[config.mk]
export PLATFORM = sky130hd
export DESIGN_NAME = jabber_wdog
export DESIGN_NICKNAME = d
export VERILOG_FILES = /design/src/rtl/jabber_pkg.sv /design/src/rtl/jab_tick_cnt.sv /design/src/rtl/jab_fsm.sv /design/src/rtl/jabber_wdog.sv
export SDC_FILE = /design/constraint.sdc
export NUM_CORES = 1
export LEC_CHECK = 0
export ABC_AREA = 0
export CORE_MARGIN = 2
export CORE_UTILIZATION = 59
export DETAILED_ROUTE_END_ITERATION = 6
export GPL_TIMING_DRIVEN = 1
export PLACE_DENSITY = 0.84
export SETUP_SLACK_MARGIN = 0.02
export SYNTH_ARGS = -nofsm -noshare
export SYNTH_HDL_FRONTEND = slang
export SYNTH_SLANG_ARGS = --single-unit
[constraint.sdc]
create_clock -name clk_i -period 3.7 [get_ports clk_i]
set_input_delay 0.74 -clock clk_i [delete_from_list [all_inputs] [get_ports clk_i]]
set_output_delay 0.74 -clock clk_i [all_outputs]
set_load 0.02 [all_outputs]
[src/rtl/jabber_pkg.sv]
package jabber_pkg;
  typedef struct packed {
    logic clr;
    logic adv;
  } cnt_ctl_t;

  typedef enum logic {
    ST_WATCH = 1'b0,
    ST_JAB   = 1'b1
  } jab_state_e;
endpackage

[src/rtl/jab_tick_cnt.sv]
module jab_tick_cnt
  import jabber_pkg::*;
#(
  parameter int unsigned LIMIT = 50
) (
  input  logic     clk_i,
  input  logic     rst_ni,
  input  cnt_ctl_t ctl_i,
  output logic     hit_o
);
  localparam int unsigned W = $clog2(LIMIT + 1);
  localparam logic [W-1:0] LAST = W'(LIMIT - 1);

  logic [W-1:0] cnt_q;

  assign hit_o = ctl_i.adv && !ctl_i.clr && (cnt_q == LAST);

  always_ff @(posedge clk_i or negedge rst_ni) begin
    if (!rst_ni)                cnt_q <= '0;
    else if (ctl_i.clr || hit_o) cnt_q <= '0;
    else if (ctl_i.adv)         cnt_q <= cnt_q + 1'b1;
  end


  cnt_bound_chk: assert property (@(posedge clk_i) disable iff (!rst_ni)
    cnt_q < W'(LIMIT));


  clr_zero_chk: assert property (@(posedge clk_i) disable iff (!rst_ni)
    ctl_i.clr |=> cnt_q == '0);


  hold_chk: assert property (@(posedge clk_i) disable iff (!rst_ni)
    (!ctl_i.adv && !ctl_i.clr) |=> $stable(cnt_q));
endmodule

[src/rtl/jab_fsm.sv]
module jab_fsm
  import jabber_pkg::*;
(
  input  logic     clk_i,
  input  logic     rst_ni,
  input  logic     tx_en_i,
  input  logic     en_ni,
  input  logic     tick_i,
  input  logic     tx_hit_i,
  input  logic     unjab_hit_i,
  output cnt_ctl_t tx_ctl_o,
  output cnt_ctl_t unjab_ctl_o,
  output logic     jab_o
);
  jab_state_e state_q, state_d;
  logic       active;

  assign active = en_ni;
  assign jab_o  = (state_q == ST_JAB);

  always_comb begin
    tx_ctl_o.clr    = !active || jab_o || !tx_en_i;
    tx_ctl_o.adv    = active && !jab_o && tx_en_i && tick_i;
    unjab_ctl_o.clr = !active || !jab_o || tx_en_i;
    unjab_ctl_o.adv = active && jab_o && !tx_en_i && tick_i;
  end

  always_comb begin
    state_d = state_q;
    if (!active)                           state_d = ST_WATCH;
    else if (state_q == ST_WATCH && tx_hit_i) state_d = ST_JAB;
    else if (state_q == ST_JAB && unjab_hit_i) state_d = ST_WATCH;
  end

  always_ff @(posedge clk_i or negedge rst_ni) begin
    if (!rst_ni) state_q <= ST_WATCH;
    else         state_q <= state_d;
  end


  jab_entry_chk: assert property (@(posedge clk_i) disable iff (!rst_ni)
    $rose(jab_o) |-> $past(tx_en_i && tick_i && en_ni));


  jab_exit_chk: assert property (@(posedge clk_i) disable iff (!rst_ni)
    $fell(jab_o) |-> $past((!tx_en_i && tick_i) || !en_ni));


  jab_hold_chk: assert property (@(posedge clk_i) disable iff (!rst_ni)
    (jab_o && tx_en_i && en_ni) |=> jab_o);
endmodule

[src/rtl/jabber_wdog.sv]
module jabber_wdog
  import jabber_pkg::*;
#(
  parameter int unsigned TX_LIMIT_TICKS = 50,
  parameter int unsigned UNJAB_TICKS    = 500
) (
  input  logic clk_i,
  input  logic rst_ni,
  input  logic tx_en_i,
  input  logic jab_en_ni,
  input  logic ms_tick_i,
  output logic jabber_o,
  output logic tx_gate_o,
  output logic lpbk_gate_o
);
  cnt_ctl_t tx_ctl, unjab_ctl;
  logic     tx_hit, unjab_hit, jab;

  jab_fsm u_fsm (
    .clk_i       (clk_i),
    .rst_ni      (rst_ni),
    .tx_en_i     (tx_en_i),
    .en_ni       (jab_en_ni),
    .tick_i      (ms_tick_i),
    .tx_hit_i    (tx_hit),
    .unjab_hit_i (unjab_hit),
    .tx_ctl_o    (tx_ctl),
    .unjab_ctl_o (unjab_ctl),
    .jab_o       (jab)
  );

  jab_tick_cnt #(.LIMIT(TX_LIMIT_TICKS)) u_tx_cnt (
    .clk_i  (clk_i),
    .rst_ni (rst_ni),
    .ctl_i  (tx_ctl),
    .hit_o  (tx_hit)
  );

  jab_tick_cnt #(.LIMIT(UNJAB_TICKS)) u_unjab_cnt (
    .clk_i  (clk_i),
    .rst_ni (rst_ni),
    .ctl_i  (unjab_ctl),
    .hit_o  (unjab_hit)
  );

  assign jabber_o    = jab;
  assign tx_gate_o   = jab;
  assign lpbk_gate_o = jab;


  strap_off_chk: assert property (@(posedge clk_i) disable iff (!rst_ni)
    !jab_en_ni |=> !jabber_o);


  no_tick_chk: assert property (@(posedge clk_i) disable iff (!rst_ni)
    !ms_tick_i |=> $stable(jabber_o) || !jabber_o);
endmodule

## After elaboration in Yosys (flattened, before gate mapping)

Cells that the tools add are included.

| operators by class | value |
|---|---|
| $add $sub $neg | 2 |
| equality and inequality tests | 3 |
| muxes and demuxes | 7 |
| bitwise logic cells | 1 |
| reductions and logical operators | 25 |

Operators by type and width:

| cell | count |
|---|---|
| 9-bit two-way mux | 2 |
| 1-bit logical AND | 12 |
| 6-bit two-way mux | 2 |
| 9-bit by 1-bit adder with 9-bit output, second input constant | 1 |
| 9-bit equality test, second input constant | 1 |
| 6-bit by 1-bit adder with 6-bit output, second input constant | 1 |
| 6-bit equality test, second input constant | 1 |
| 1-bit logical OR | 6 |
| 1-bit logical NOT | 5 |
| 2-bit nonzero test | 2 |
| 1-bit two-way mux | 3 |
| 3-bit by 1-bit inequality test with 1-bit output, second input constant | 1 |
| 1-bit NOT | 1 |

| storage, ports and cells | value |
|---|---|
| register bits | 16 |
| bits of input ports | 5 |
| logic and storage cells | 41 |

## Logic depth before layout (Yosys ltp)

| depth | value |
|---|---|
| word-level depth | 10 |
| mapped depth | 5 |
| gate-level depth less buffers | 5 |

## By module

Synthesis repeated with hierarchy kept, for this count alone.

| second synthesis, totals | value |
|---|---|
| cell total of the unflattened synthesis | 106 |
| area total of the unflattened synthesis | 1019.7 um^2 |

By module, submodules not included:

| module | instances | cells each | area an instance (um^2) | seq. area each (um^2) |
|---|---|---|---|---|
| jab_tick_cnt (u_unjab_cnt) | 1 | 57 | 545.5 | 225.2 |
| jab_tick_cnt (u_tx_cnt) | 1 | 39 | 394.1 | 150.1 |
| jab_fsm | 1 | 8 | 65.1 | 25.0 |
| jabber_wdog | 1 | 2 | 15.0 | 0.0 |

## Worst setup path after synthesis

Ideal clock, no wire load.

| timing | value |
|---|---|
| kind | in2reg |
| from | in ms_tick_i |
| to | reg u_tx_cnt.cnt_q[5] |
| library setup time | 0.077 ns |
| arrival | 1.680 ns |
| slack | 1.943 ns |
| stages | 4 |
| buffers on the path | 1 |
| cell sequence | and4bb_1 -> buf_6 -> or4_1 -> a21oi_1 |

| on the way | value |
|---|---|
| word-level cells in the longest chain between the ends | 5 |
| elaborated cells between the ends (all ways) | 6 |

Ends and longest elaborated chain:

| element | line | RTL |
|---|---|---|
| from (decl) | jabber_wdog.sv:11 | `input logic ms_tick_i,` |
| 1-bit logical AND (*) | jab_fsm.sv:23 | `tx_ctl_o.adv = active && !jab_o && tx_en_i && tick_i;` |
| 1-bit logical AND (2 in a row) | jab_tick_cnt.sv:16 | `assign hit_o = ctl_i.adv && !ctl_i.clr && (cnt_q == LAST);` |
| 1-bit logical OR | jab_tick_cnt.sv:20 | `else if (ctl_i.clr \|\| hit_o) cnt_q <= '0;` |
| 6-bit two-way mux / 2-bit nonzero test (equally long branches) | -- |  |
| to (signal assigned) | jab_tick_cnt.sv:21 | `else if (ctl_i.adv) cnt_q <= cnt_q + 1'b1;` |
| to (decl) | jab_tick_cnt.sv:14 | `logic [W-1:0] cnt_q;` |

Every way passes the cells marked *; elsewhere a longest branch is shown, timed or not.
A chain may end at the register's enable or synchronous reset.

## Final worst setup path

| timing | value |
|---|---|
| from | in ms_tick_i |
| to | reg u_unjab_cnt.cnt_q[7] |

| on the way | value |
|---|---|
| word-level cells in the longest chain between the ends | 5 |
| elaborated cells between the ends (all ways) | 6 |

Ends and longest elaborated chain:

| element | line | RTL |
|---|---|---|
| 1-bit logical AND (*) | jab_fsm.sv:25 | `unjab_ctl_o.adv = active && jab_o && !tx_en_i && tick_i;` |
| 1-bit logical AND (2 in a row) | jab_tick_cnt.sv:16 |  |
| 1-bit logical OR | jab_tick_cnt.sv:20 |  |
| 9-bit two-way mux / 2-bit nonzero test (equally long branches) | -- |  |
| to (signal assigned) | jab_tick_cnt.sv:21 |  |
| to (decl) | jab_tick_cnt.sv:14 |  |

Marks and branches as above.

==> metrics.md <==
| Metric | Value |
|---|---|
| CTS tree | `yes` |
| Maxcap violations | `0` |
| Largest net degree at the start of global routing | `19` |
| Area Growth Syn to Fin | `8.599%` |
| DP HPWL | `1151 um` |
| Avg Cell Area, Syn | `9.597 sq um` |
| Status | `finished clean` |
| Slew @ Worst Pin | `0.7199 ns` |
| CTS resizes | `0` |
| Setup TNS | `0 ns` |
| DRC viols | `0` |
| Slew Limit Fails | `0` |
| Crit end category | `flip-flop` |
| Worst hold slack | `0.5510 ns` |
| Worst path arrival time | `2.35 ns` |
| Unrepaired setup endpoints after global routing | `false` |
| Vias per Instance | `6.409` |
| DRT Pass-1 Iters | `4` |
| Total wire length | `1636 um` |
| Post-DP Area | `957.2 sq um` |
| Row Count | `14` |
| H-tree depth | `1` |
| CTS Hold Bufs | `0` |
| Die W | `43.10 um` |
| CP Max Fanout | `18` |
| DR iter-0 viols | `20` |
| N_diodes | `0` |
| Register area share after synthesis | `0.4438` |
| Die area | `1858 sq um` |
| Final instance area | `979.7 sq um` |
| Clk sink count | `16` |
| Crit path launch type | `input port` |
| Place WS | `1.270 ns` |
| Share of post-route cells with drive strength above 1 | `0.05051` |
| Vias in the first global route | `662` |
| Wire per inst | `14.23 um` |
| Crit path required time | `3.91 ns` |
| Fmax | `0.4685 GHz` |
| Post-CTS setup buffers | `0` |
| Grt ovf | `0` |
| Fin crit share | `0.5769` |
| Post-Syn Area | `902.1 sq um` |
| First-pass GRT wire length | `2732 um` |
| Synth warn | `0` |
| Root buf cell | `clkbuf_4` |
| Rel. slew slack | `0.5186` |
| Final setup skew | `0.003019 ns` |
| Peak supply drop | `0.0002070 V` |
| Post-synth cell types | `27` |
| Vias | `737` |
| Worst reg-to-reg setup slack | `2.11 ns` |
| Clock buffer depth | `2` |
| Gr usage total | `0.2025` |
| ANT nets after route | `0` |
| I/O pin count | `8` |
| PD cells | `287.1 nW/um^2` |
| Worst setup margin | `1.565 ns` |
| Clk slew on worst S/H paths | `0.09 ns` |
| Final core occ | `0.6658` |
| Hold Crit Class | `flip-flop to flip-flop` |
| Period minus WS final | `2.135 ns` |
| Static Leak | `0.3626 nW` |
| PortBufs | `7` |
| Initial antenna violation count | `0` |
| Num CTS Buffers | `3` |
| Skew-Pair Late Insertion Delay | `0.28 ns` |
| Final hold vios | `0` |
| Die span in y | `43.10 um` |
| GP Congestion | `0.7870` |
| Mapped Cells | `94` |
| Seq cells post-synth | `16` |
| Initial Utilization | `0.6131` |
| Core Area | `1471 sq um` |
| Mapped Nets | `102` |
| Final-report setup violation count | `0` |
| Final net count | `109` |
| Crit path kind | `input port to flip-flop` |
-- kinds of logic after synthesis --
family | after synthesis | share of synthesized area
adder cells (fa/ha/maj) | 3 | 0.04161
buffers and inverters | 9 | 0.05546
AND/OR/NAND/NOR | 36 | 0.2621
flip-flops | 16 | 0.4438
AO/OA/AOI/OAI | 30 | 0.1969
-- flip-flops by register name, summed over array words and instances, names as in the netlist --
| name | cells |
|---|---|
| u_unjab_cnt.cnt_q | 9 |
| u_fsm.jab_o | 1 |
| u_tx_cnt.cnt_q | 6 |
-- layout make-up --
| cell class | instances | area, sq um |
|---|---|---|
| Clock buffer | 3 | 22.52 |
| Fill cell | 114 | 491.7 |
| Inverter | 4 | 15.01 |
| Multi-Input combinational cell | 69 | 451.7 |
| Sequential cell | 16 | 400.4 |
| Tap cell | 16 | 20.02 |
| Timing Repair Buffer | 7 | 70.07 |
-- worst paths after layout --
path,start,end,cells after the start
setup / recovery,ms_tick_i,u_unjab_cnt.cnt_q[7]$_DFFE_PN0P_,4
hold / removal,u_tx_cnt.cnt_q[1]$_DFFE_PN0P_,u_tx_cnt.cnt_q[1]$_DFFE_PN0P_,2
setup reg to reg,u_fsm.jab_o$_DFFE_PN0P_,u_unjab_cnt.cnt_q[7]$_DFFE_PN0P_,3
hold reg to reg,u_tx_cnt.cnt_q[1]$_DFFE_PN0P_,u_tx_cnt.cnt_q[1]$_DFFE_PN0P_,2
max in group asynchronous,rst_ni,u_tx_cnt.cnt_q[2]$_DFFE_PN0P_,1
min in group asynchronous,rst_ni,u_unjab_cnt.cnt_q[5]$_DFFE_PN0P_,1
-- cells in the final DEF, fill, tap and decap left out --
master	instances
dfrtp_1	16
a21oi_1	11
clkdlybuf4s50_1	7
nand3_1	6
nand2_1	6
o21ai_0	6
or3_1	6
o21ai_1	5
o31ai_1	5
or4_1	5
inv_1	4
ha_1	3
clkbuf_4	3
nand4_1	2
nand2b_1	2
and4bb_1	2
or2b_1	2
nor4bb_1	1
nand3b_1	1
nand4bb_1	1
o311ai_0	1
and3b_1	1
o31ai_2	1
or2_1	1
a31o_2	1
-- synthesized netlist by cell type --
| cell | number | share of area |
|---|---|---|
| a21oi_1 | 11 | 0.061 |
| a31o_2 | 1 | 0.0097 |
| and3b_1 | 1 | 0.0097 |
| and4bb_1 | 2 | 0.028 |
| buf_2 | 1 | 0.0055 |
| buf_4 | 2 | 0.017 |
| buf_6 | 1 | 0.012 |
| clkbuf_1 | 1 | 0.0042 |
| dfrtp_1 | 16 | 0.44 |
| ha_1 | 3 | 0.042 |
| inv_1 | 4 | 0.017 |
| nand2_1 | 6 | 0.025 |
| nand2b_1 | 2 | 0.014 |
| nand3_1 | 6 | 0.033 |
| nand3b_1 | 1 | 0.0083 |
| nand4_1 | 2 | 0.014 |
| nand4bb_1 | 1 | 0.012 |
| nor4bb_1 | 1 | 0.011 |
| o21ai_0 | 6 | 0.033 |
| o21ai_1 | 5 | 0.028 |
| o311ai_0 | 1 | 0.0097 |
| o31ai_1 | 5 | 0.042 |
| o31ai_2 | 1 | 0.014 |
| or2_1 | 1 | 0.0069 |
| or2b_1 | 2 | 0.017 |
| or3_1 | 6 | 0.042 |
| or4_1 | 5 | 0.042 |
-- routing by layer --
layer | routed length [um] | vias up | GRT usage
li1 | - | 367 | -
met1 | 770 | 338 | 0.2668
met2 | 716 | 28 | 0.2925
met3 | 114 | 4 | 0.05532
met4 | 35 | 0 | 0.1212
met5 | 0 | - | 0
-- where the power goes --
group / total, mW / internal [mW] / switching (mW)
clock network: 0.0898 / 0.0378 / 0.0520
logic: 0.0152 / 0.00699 / 0.00826
registers: 0.176 / 0.175 / 0.000868
-- worst max-delay path, cell delays in order --
cell and delay [ns]:
clkdlybuf4s50_1 0.53, and4bb_1 0.39, or4_1 0.53, a21oi_1 0.16
-- per-stage QoR --
stage | power [mW] | std cells
2_1_floorplan | 0.1861 | 94
3_3_place_gp | 0.1949 | 112
3_5_place_dp | 0.1952 | 112
4_1_cts | 0.2834 | 115
5_1_grt | 0.2897 | 115
6_report | 0.2813 | 115
Power figures use the tool's default switching activity.
